`config.mk`:
```
export PLATFORM = sky130hd
export DESIGN_NAME = oneshot_timer
export DESIGN_NICKNAME = d
export VERILOG_FILES = /design/src/rtl/oneshot_pkg.sv /design/src/rtl/oneshot_edge.sv /design/src/rtl/oneshot_count.sv /design/src/rtl/oneshot_alarm.sv /design/src/rtl/oneshot_timer.sv
export SDC_FILE = /design/constraint.sdc
export NUM_CORES = 1
export LEC_CHECK = 0
export ABC_AREA = 1
export BUFFER_PORTS_ARGS = -buffer_cell sky130_fd_sc_hd__buf_2
export CAP_MARGIN = 10
export CORE_AREA = 2 2 39 41
export DETAILED_ROUTE_END_ITERATION = 8
export DIE_AREA = 0 0 41 43
export HOLD_SLACK_MARGIN = 0.02
export PLACE_DENSITY = 0.44
export SETUP_SLACK_MARGIN = 0.3
export SYNTH_ARGS = -nofsm -noshare
export SYNTH_HDL_FRONTEND = slang
export SYNTH_SLANG_ARGS = --single-unit
```
`constraint.sdc`:
```
create_clock -name clk -period 1.25 [get_ports clk]
set_input_delay 0.25 -clock clk [delete_from_list [all_inputs] [get_ports clk]]
set_output_delay 0.25 -clock clk [all_outputs]
set_load 0.01 [all_outputs]
```
`src/rtl/oneshot_pkg.sv`:
```
package oneshot_pkg;
  typedef enum logic {
    OS_ONCE   = 1'b0,
    OS_RETRIG = 1'b1
  } os_mode_e;

  function automatic int unsigned os_cnt_width(input int unsigned cycles);
    return (cycles > 1) ? $clog2(cycles) : 1;
  endfunction
endpackage

```
`src/rtl/oneshot_edge.sv`:
```
module oneshot_edge (
  input  logic clk,
  input  logic rst_n,
  input  logic trig_i,
  output logic rise_o
);
  logic trig_q;

  always_ff @(posedge clk or negedge rst_n) begin
    if (!rst_n) trig_q <= 1'b0;
    else        trig_q <= trig_i;
  end

  assign rise_o = trig_i & ~trig_q;
endmodule

```
`src/rtl/oneshot_count.sv`:
```
module oneshot_count
  import oneshot_pkg::*;
#(
  parameter int unsigned PULSE_CYCLES = 5,
  localparam int unsigned CNT_W = os_cnt_width(PULSE_CYCLES)
) (
  input  logic             clk,
  input  logic             rst_n,
  input  logic             rise_i,
  input  os_mode_e         mode_i,
  output logic             active_o,
  output logic             expire_o,
  output logic [CNT_W-1:0] remain_o
);
  localparam logic [CNT_W-1:0] LOAD = CNT_W'(PULSE_CYCLES - 1);

  logic             active_q, active_d;
  logic [CNT_W-1:0] remain_q, remain_d;
  logic             accept, last, upd_en;

  assign accept = rise_i & (~active_q | (mode_i == OS_RETRIG));
  assign last   = active_q & (remain_q == '0);
  assign upd_en = accept | active_q;

  always_comb begin
    active_d = active_q;
    remain_d = remain_q;
    if (accept) begin
      active_d = 1'b1;
      remain_d = LOAD;
    end else if (last) begin
      active_d = 1'b0;
    end else if (active_q) begin
      remain_d = remain_q - 1'b1;
    end
  end

  always_ff @(posedge clk or negedge rst_n) begin
    if (!rst_n) begin
      active_q <= 1'b0;
      remain_q <= '0;
    end else if (upd_en) begin
      active_q <= active_d;
      remain_q <= remain_d;
    end
  end

  assign active_o = active_q;
  assign expire_o = last & ~accept;
  assign remain_o = remain_q;
endmodule

```
`src/rtl/oneshot_alarm.sv`:
```
module oneshot_alarm
  import oneshot_pkg::*;
(
  input  logic     clk,
  input  logic     rst_n,
  input  logic     expire_i,
  input  os_mode_e mode_i,
  output logic     alarm_o
);
  logic alarm_q, alarm_d, set_en;

  assign set_en  = expire_i & (mode_i == OS_RETRIG);
  assign alarm_d = 1'b1;

  always_ff @(posedge clk or negedge rst_n) begin
    if (!rst_n)      alarm_q <= 1'b0;
    else if (set_en) alarm_q <= alarm_d;
  end

  assign alarm_o = alarm_q;
endmodule

```
`src/rtl/oneshot_timer.sv`:
```
module oneshot_timer
  import oneshot_pkg::*;
#(
  parameter int unsigned PULSE_CYCLES = 5,
  localparam int unsigned CNT_W = os_cnt_width(PULSE_CYCLES)
) (
  input  logic clk,
  input  logic rst_n,
  input  logic trig_i,
  input  logic mode_retrig_i,
  output logic pulse_o,
  output logic pulse_n_o,
  output logic alarm_o
);
  logic             trig_rise;
  logic             active;
  logic             expire;
  logic [CNT_W-1:0] remain;
  os_mode_e         mode;

  assign mode = os_mode_e'(mode_retrig_i);

  oneshot_edge u_edge (
    .clk    (clk),
    .rst_n  (rst_n),
    .trig_i (trig_i),
    .rise_o (trig_rise)
  );

  oneshot_count #(.PULSE_CYCLES(PULSE_CYCLES)) u_count (
    .clk      (clk),
    .rst_n    (rst_n),
    .rise_i   (trig_rise),
    .mode_i   (mode),
    .active_o (active),
    .expire_o (expire),
    .remain_o (remain)
  );

  oneshot_alarm u_alarm (
    .clk      (clk),
    .rst_n    (rst_n),
    .expire_i (expire),
    .mode_i   (mode),
    .alarm_o  (alarm_o)
  );

  assign pulse_o   = active;
  assign pulse_n_o = ~active;
endmodule

```
==> results.py, run 1 <==
metrics = {
    "worst_setup_path": {
        "crit_fanout": 3,
        "end_kind": "primary output",
        "startpoint_type": "flip-flop",
        "cp.required_ps": 1000,
        "arrival_ps": 840,
        "path_class": "flip-flop to primary output",
    },
    "drt": {
        "drtPass1Iterations": 2,
        "drc": 0,
        "drt-total-wl_um": 795,
        "ant_nets": 0,
        "drt-initial-drc-count": 2,
        "vias": 296,
        "vias_per_cell": 4.23,
        "routedWlPerCell_um": 11.4,
    },
    "pwr": {
        "cellInternalPower_w": 0.000781,
        "seq_power_share_pct": 25.8,
        "p_clk_share_pct": 13.5,
        "peakVddDrop_uv": 923,
        "switching_share_pct": 40.1,
        "p_leak_nw": 0.259,
        "finalPower_w": 0.00130,
        "combPwrFrac_pct": 60.7,
        "power.density_nw_per_um2": 2500,
        "p_switching_w": 0.000522,
    },
    "synth": {
        "synth_compound_area_share_pct": 6.97,
        "ys_ff_latch": 6,
        "syn_area_per_cell_um2": 8.25,
        "synth.cell_area_um2": 305,
        "synth.top_cell.area_share_pct": 49.2,
        "synth_largest_area_cell": "dfrtp_1",
        "syn_nets": 43,
        "netlist_instances": 37,
        "synth_xor_area_share_pct": 0,
        "synth_simple_gate_area_share_pct": 27.0,
        "synthDistinctLibCells": 10,
        "synth.area.top_cells": "dfrtp_1 (49%), nor2_1 (9.8%), nand2_1 (8.6%)",
        "synth-seq-area-share_pct": 49.2,
        "synthMuxAreaShare_pct": 0,
        "synth_fa_ha_area_share_pct": 8.20,
        "synth_top_family_by_area": "simple AND/OR/NAND/NOR gates",
        "ys_warn_count": 0,
    },
    "floorplanning": {
        "die_y_um": 43,
        "die-width_um": 41,
        "ios": 7,
        "rows": 14,
        "initial_utilization_pct": 22.1,
        "core-area_um2": 1380,
        "die_area_um2": 1760,
    },
    "clock_tree": {
        "root_buffer": "clkbuf_4",
        "cts_made_buffers": 3,
        "htreeDepth": 1,
        "cts_num_sinks": 6,
        "clkLatencyLatePin_ps": 240,
        "clock_path_buffers": 2,
        "tritoncts": "yes",
        "path_clk_slew_ps": 40,
    },
    "grt": {
        "overflow": 0,
        "grt_pass1_vias": 301,
        "antenna_found_initial": 0,
        "grt_usage_pct": 11.0,
        "grt_pass1_wl_um": 1220,
        "use_met2_pct": 16.6,
        "grt_max_degree": 7,
        "use_met1_pct": 11.3,
        "use_met3_pct": 7.85,
        "gr-max-usage-layer": "met2",
    },
    "finish": {
        "area_delta_synth_final_pct": 70.5,
        "layout_common_cells": "nor2_1 (6), nand2_1 (6), buf_6 (5), buf_4 (5), dfrtp_1 (5)",
        "drive_gt1_share_pct": 51.9,
        "nets": 62,
        "diodes": 0,
    },
    "run_status": {
        "outcome": "finished, final reports clean",
    },
    "timing": {
        "timing.final.ws_setup_ps": 159,
        "finalMaxSlewViolations": 0,
        "grt_setup_unrepaired": "yes",
        "tns_ps": 0,
        "setup_violations": 0,
        "layout_min_cycle_time_ps": 1090,
        "fin_crit_sh_pct": 87.3,
        "skew_ps": 0.318,
        "slew_headroom_pct": 83.4,
        "clock.fmax_ghz": 0.917,
        "hold_viol": 0,
        "tightest_slew_ps": 248,
    },
    "flow_run": {
        "cap_violations": 0,
    },
    "placement": {
        "dp_slack_ps": 146,
        "numPortBuffers": 6,
        "dp.final_hpwl_um": 502,
        "gp_congestion": 0.714,
    },
    "min_path": {
        "min_path_type": "primary input to flip-flop",
    },
}
[cells by family after synthesis]
| group | after synthesis |
|---|---|
| flops | 6 |
| simple gates | 20 |
| compound gates | 2 |
| buf+inv | 7 |
| fa+ha+maj | 2 |
[metal layers]
metal	wire (um)	share of wire [%]
met3	52	6.5
met5	0	0
met4	0	0
met2	423	53
met1	319	40
[state kept, by name (all words and copies together), names as in the netlist]
register	flops
u_count.remain_o	3
u_edge.trig_q	1
u_alarm.alarm_o	1
u_count.active_o	1
[worst paths after layout]
| kind | slack (ps) | cells past startpoint | start | end |
|---|---|---|---|---|
| setup / recovery | 160 | 2 | u_count.active_o | pulse_n_o |
| hold / removal | 130 | 1 | trig_i | u_edge.trig_q |
| setup reg to reg | 190 | 7 | u_count.remain_o[1] | u_count.remain_o[0] |
| hold reg to reg | 570 | 3 | u_edge.trig_q | u_count.active_o |
| max in group asynchronous | 720 | 2 | rst_n | u_count.active_o |
| min in group asynchronous | 370 | 2 | rst_n | u_alarm.alarm_o |
[Yosys cell counts]
cell     number
nand3_1       4
o21ai_4       1
inv_2         1
nor2_1        8
o21ai_1       1
inv_1         6
nand4_1       1
nand2_1       7
dfrtp_1       6
ha_1          2
[worst max-delay path, cell delays in order (launching register included)]
cell and delay (ps):
dfrtp_2 430, inv_4 70, buf_6 90
[power groups by stage]
stage	sequential, W	clock [W]	combinational, W
detailed placement	0.000341	0	0.000408
CTS	0.000332	0.000186	0.000596
floorplan	0.000333	0	0.000309
global route	0.000344	0.000207	0.000856
global placement	0.000342	0	0.000403
finish	0.000337	0.000176	0.000790
[what timing repair did]
action                                 in CTS  in global routing
gates resized for setup                     8                  8
setup buffers                               4                  3
gates cloned                                0                  0
endpoints found under the hold margin       6                  0
hold buffers                                1                  0
setup endpoints to repair                   8                  8
pin swaps                                   3                  6
[cell type report]
class / count / area [um^2]
fillers: 145 / 863
multi-input cells: 24 / 176
flip-flops and latches: 6 / 151
clock buffers: 3 / 22.5
inverters: 7 / 31.3
repair buffers: 14 / 119
well taps: 16 / 20.0
[metrics by stage]
step                      hold WS [ps]  utilization (%)  area (um^2)  instances
after CTS                          123             33.1          458         67
after detailed placement          87.3             26.6          368         59
final                              129             37.6          520         70
after floorplan                  -45.6                -          318         37
after global placement            86.6             26.6          368         59
after global routing               115             37.6          520         70
(Power assumes the default switching activity.)
==> run 2, diff against run 1 <==
BUFFER_PORTS_ARGS = -buffer_cell sky130_fd_sc_hd__buf_4   (was -buffer_cell sky130_fd_sc_hd__buf_2)
RECOVER_POWER = 100   (was default)
==> run 2 against run 1 <==
Sequential cell count did not move. Die area did not move. Register-to-register slack got worse by 30 ps. Sequential share of layout area rose by 3.1 points. Maximum frequency fell by 3.2%. Final cell count did not move. Largest power group unchanged. First-iteration DRC count rose to 2.5 times the previous value. Global-route usage fell by 1.8 points.
==> results.py, run 2 (synthesized netlist as in run 1, its figures left out) <==
metrics = {
    "drt": {
        "ant_nets": 0,
        "routedWlPerCell_um": 9.59,
        "vias": 283,
        "drt-initial-drc-count": 5,
        "drtPass1Iterations": 4,
        "drc": 0,
        "drt-total-wl_um": 671,
        "vias_per_cell": 4.04,
    },
    "clock_tree": {
        "path_clk_slew_ps": 50,
        "cts_num_sinks": 6,
        "tritoncts": "yes",
        "cts_made_buffers": 3,
        "root_buffer": "clkbuf_4",
        "clkLatencyLatePin_ps": 240,
        "clock_path_buffers": 2,
        "htreeDepth": 1,
    },
    "timing": {
        "clock.fmax_ghz": 0.888,
        "tightest_slew_ps": 343,
        "setup_violations": 0,
        "tns_ps": 0,
        "timing.final.ws_setup_ps": 123,
        "hold_viol": 0,
        "slew_headroom_pct": 77.1,
        "layout_min_cycle_time_ps": 1130,
        "fin_crit_sh_pct": 90.1,
        "skew_ps": 0.886,
        "grt_setup_unrepaired": "yes",
        "finalMaxSlewViolations": 0,
        "hold_ws_ps": 148,
    },
    "floorplanning": {
        "die_y_um": 43,
        "die-width_um": 41,
        "initial_utilization_pct": 22.1,
        "die_area_um2": 1760,
        "core-area_um2": 1380,
        "rows": 14,
        "ios": 7,
    },
    "placement": {
        "gp_congestion": 0.690,
        "placedCellCount": 59,
        "dp_slack_ps": 126,
        "numPortBuffers": 6,
    },
    "worst_setup_path": {
        "cp.required_ps": 1000,
        "crit_fanout": 3,
        "arrival_ps": 880,
        "crit_chain": "clkinvlp_2 > buf_6",
        "critPathMaxStageDelay_ps": 370,
        "path_class": "flip-flop to primary output",
        "slowest_stage": "dfrtp_2",
        "startpoint_type": "flip-flop",
        "end_kind": "primary output",
    },
    "pwr": {
        "peakVddDrop_uv": 858,
        "p_leak_nw": 0.231,
        "power.density_nw_per_um2": 2350,
        "finalPower_w": 0.00110,
    },
    "flow_run": {
        "cap_violations": 0,
    },
    "grt": {
        "grt_usage_pct": 9.15,
        "antenna_found_initial": 0,
        "grt_pass1_vias": 271,
        "grt_pass1_wl_um": 986,
        "grt_max_degree": 7,
        "overflow": 0,
    },
    "finish": {
        "diodes": 0,
        "largest_register_ffs": 3,
        "drive_gt1_share_pct": 37.0,
        "nets": 62,
        "area_delta_synth_final_pct": 54.1,
        "layout_common_cells": "buf_4 (8), nor2_1 (7), nand2_1 (7)",
        "instances_no_fill": 70,
        "layout_commonest_cell": "buf_4",
    },
    "run_status": {
        "outcome": "finished, final reports clean",
    },
    "min_path": {
        "min_path_type": "primary input to flip-flop",
    },
}
-- run 2: where the power goes --
| group | switching [W] | total (W) | leakage (nW) | internal, W |
|---|---|---|---|---|
| Combinational | 0.000301 | 0.000604 | 0.152 | 0.000303 |
| Clock | 0.0000687 | 0.000177 | 0.0138 | 0.000109 |
| Sequential | 0.0000547 | 0.000323 | 0.0652 | 0.000268 |
-- run 2: path summary, 6_finish.rpt --
path	start	to	slack (ps)	cells after the start
min reg2reg	u_edge.trig_q	u_count.active_o	560	3
max reg2reg	u_count.remain_o[0]	u_count.remain_o[1]	160	7
min	trig_i	u_edge.trig_q	150	1
max in group asynchronous	rst_n	u_count.active_o	550	2
max	u_count.active_o	pulse_n_o	120	2
min in group asynchronous	rst_n	u_edge.trig_q	420	2
-- run 2: stage by stage --
stage	area [um^2]	util (%)
global route	470	34.0
global placement	383	27.7
floorplan	318	-
finish	470	34.0
detailed placement	383	27.7
CTS	474	34.3
-- run 2: per-layer routing --
layer  vias to the layer above  part of all wire, %  track usage [%]
met3                         0                  6.9             7.85
met4                         0                    0             4.00
li1                        148                    -                -
met2                         7                   52             14.1
met5                         -                    0                0
met1                       128                   41             8.06
-- run 2: cell type report --
cell class	instances	area, um^2
repair buffers	14	100
flip-flops and latches	6	151
well taps	16	20.0
clock buffers	3	22.5
inverters	7	27.5
fillers	147	913
multi-input cells	24	149
-- run 2: what timing repair did --
action                     in CTS  in global routing
hold endpoints to repair        6                  0
buffers inserted                5                  2
setup endpoints to repair       8                  8
cloned                          0                  0
hold buffers                    1                  0
gates resized for setup         7                  1
pin swaps                       3                  7
-- run 2: critical path, delay by kind of cell, from the launching register on --
kind,cells,cell delay [ps]
buffers and inverters,2,260
DFF,1,370
==> run 3, diff against run 2 <==
CAP_MARGIN = 30   (was 10)
SETUP_SLACK_MARGIN = 0.2   (was 0.3)
==> run 3 against run 2 <==
Die area did not move. Clock power grew 4%. Critical path depth is 5 higher. Largest power group unchanged. Largest cell class is now multi-input combinational cells. Clock skew is 3.2 ps higher. Combinational power increased by 9.1%. Non-clock buffer count unchanged. Critical path type is now flip-flop to flip-flop.
==> results.py, run 3 (synthesized netlist as in run 1, its figures left out) <==
metrics = {
    "run_status": {
        "outcome": "finished, final reports clean",
    },
    "timing": {
        "setup_violations": 0,
        "grt_setup_unrepaired": "yes",
        "tightest_slew_ps": 339,
        "slew_headroom_pct": 77.4,
        "layout_min_cycle_time_ps": 1100,
        "hold_viol": 0,
        "clock.fmax_ghz": 0.911,
        "finalMaxSlewViolations": 0,
        "fin_crit_sh_pct": 87.8,
        "tns_ps": 0,
        "skew_ps": 4.09,
    },
    "clock_tree": {
        "cts_made_buffers": 3,
        "tritoncts": "yes",
        "clock_path_buffers": 2,
        "cts_num_sinks": 6,
        "path_clk_slew_ps": 50,
        "root_buffer": "clkbuf_4",
        "clkLatencyLatePin_ps": 250,
        "htreeDepth": 1,
    },
    "worst_setup_path": {
        "crit_fanout": 2,
        "end_kind": "flip-flop",
        "startpoint_type": "flip-flop",
        "arrival_ps": 1240,
        "cp.required_ps": 1390,
        "startpoint": "u_count.remain_o[1]",
        "path_class": "flip-flop to flip-flop",
        "r2r_start": "u_count.remain_o[1]",
    },
    "pwr": {
        "power.density_nw_per_um2": 2410,
        "peakVddDrop_uv": 707,
        "p_leak_nw": 0.237,
        "cellInternalPower_w": 0.000713,
        "switching_share_pct": 39.4,
        "seq_power_share_pct": 28.4,
        "p_switching_w": 0.000463,
        "p_clk_share_pct": 15.6,
        "combPwrFrac_pct": 56.0,
    },
    "flow_run": {
        "cap_violations": 0,
    },
    "finish": {
        "drive_gt1_share_pct": 38.9,
        "area_delta_synth_final_pct": 59.8,
        "layout_common_cells": "nor2_1 (7), nand2_1 (7), buf_4 (6)",
        "largest_register_ffs": 3,
        "diodes": 0,
        "final_util_pct": 35.3,
        "nets": 62,
    },
    "floorplanning": {
        "die-width_um": 41,
        "die_y_um": 43,
        "ios": 7,
        "core-area_um2": 1380,
        "die_area_um2": 1760,
        "rows": 14,
        "initial_utilization_pct": 22.1,
    },
    "drt": {
        "drc": 0,
        "vias": 293,
        "routedWlPerCell_um": 10.4,
        "drt-total-wl_um": 726,
        "drt-initial-drc-count": 2,
        "drtPass1Iterations": 3,
        "vias_per_cell": 4.19,
        "ant_nets": 0,
    },
    "min_path": {
        "min_path_type": "primary input to flip-flop",
        "min_from": "trig_i",
    },
    "grt": {
        "antenna_found_initial": 0,
        "grt_pass1_wl_um": 1100,
        "overflow": 0,
        "grt_max_degree": 7,
        "grt_pass1_vias": 292,
        "grt_usage_pct": 10.2,
    },
    "placement": {
        "numPortBuffers": 6,
        "gp_congestion": 0.680,
    },
}
## run 3: changes by cell type in the layout (fill, tap and decap cells not counted)
cell / previous run / this run
ha_4: 1 / 2
clkbuf_4: 4 / 5
buf_6: 1 / 2
clkinvlp_2: 1 / 0
ha_1: 1 / 0
inv_4: 0 / 1
buf_4: 8 / 6
## run 3: repair_timing
action / in CTS / in global routing
gates resized for setup: 10 / 4
cloned: 0 / 0
pin swaps: 1 / 4
hold endpoints to repair: 6 / 0
setup buffers: 5 / 1
setup endpoints to repair: 7 / 8
hold buffers: 1 / 0
## run 3: area by class of cell
| cell class | instances | area, um^2 |
|---|---|---|
| fillers | 145 | 896 |
| multi-input cells | 24 | 161 |
| flip-flops and latches | 6 | 151 |
| repair buffers | 14 | 104 |
| inverters | 7 | 28.8 |
| clock buffers | 3 | 22.5 |
| well taps | 16 | 20.0 |
## run 3: metrics by stage
stage | area [um^2] | worst slack [ps] | hold slack, ps | power (W) | cells
floorplan | 308 | 206 | -45.6 | 0.000606 | 37
global placement | 380 | 144 | 64.7 | 0.000737 | 60
detailed placement | 380 | 145 | 64.5 | 0.000740 | 60
CTS | 478 | 166 | 113 | 0.00115 | 69
global route | 488 | 78.4 | 131 | 0.00129 | 70
finish | 488 | 153 | 140 | 0.00118 | 70
## run 3: worst paths after layout
check	end	slack, ps	cells past startpoint
max in group asynchronous	u_count.active_o	560	2
setup reg to reg	u_count.remain_o[1]	150	7
hold / removal	u_edge.trig_q	140	1
min in group asynchronous	u_edge.trig_q	420	2
hold reg to reg	u_alarm.alarm_o	460	2
setup / recovery	u_count.remain_o[1]	150	7
## run 3: critical path, cell delays in order, from the launching register on
cell,delay [ps]
dfrtp_1,380
inv_1,120
ha_4,150
inv_2,40
nor2_4,80
nor2_1,60
nor2_1,100
nor2_1,50
## run 3: routing by layer
layer / wire, um / GRT usage (%) / vias to the layer above
met2: 362 / 15.9 / 9
li1: - / - / 149
met4: 5 / 2.00 / 0
met1: 291 / 9.39 / 133
met3: 67 / 9.42 / 2
met5: 0 / 0 / -
## run 3: power by group through the flow
| stage | Clock (W) | Sequential [W] | Combinational (W) |
|---|---|---|---|
| floorplan | 0 | 0.000327 | 0.000279 |
| global placement | 0 | 0.000334 | 0.000402 |
| detailed placement | 0 | 0.000336 | 0.000404 |
| CTS | 0.000190 | 0.000335 | 0.000621 |
| global route | 0.000209 | 0.000339 | 0.000739 |
| finish | 0.000184 | 0.000334 | 0.000659 |
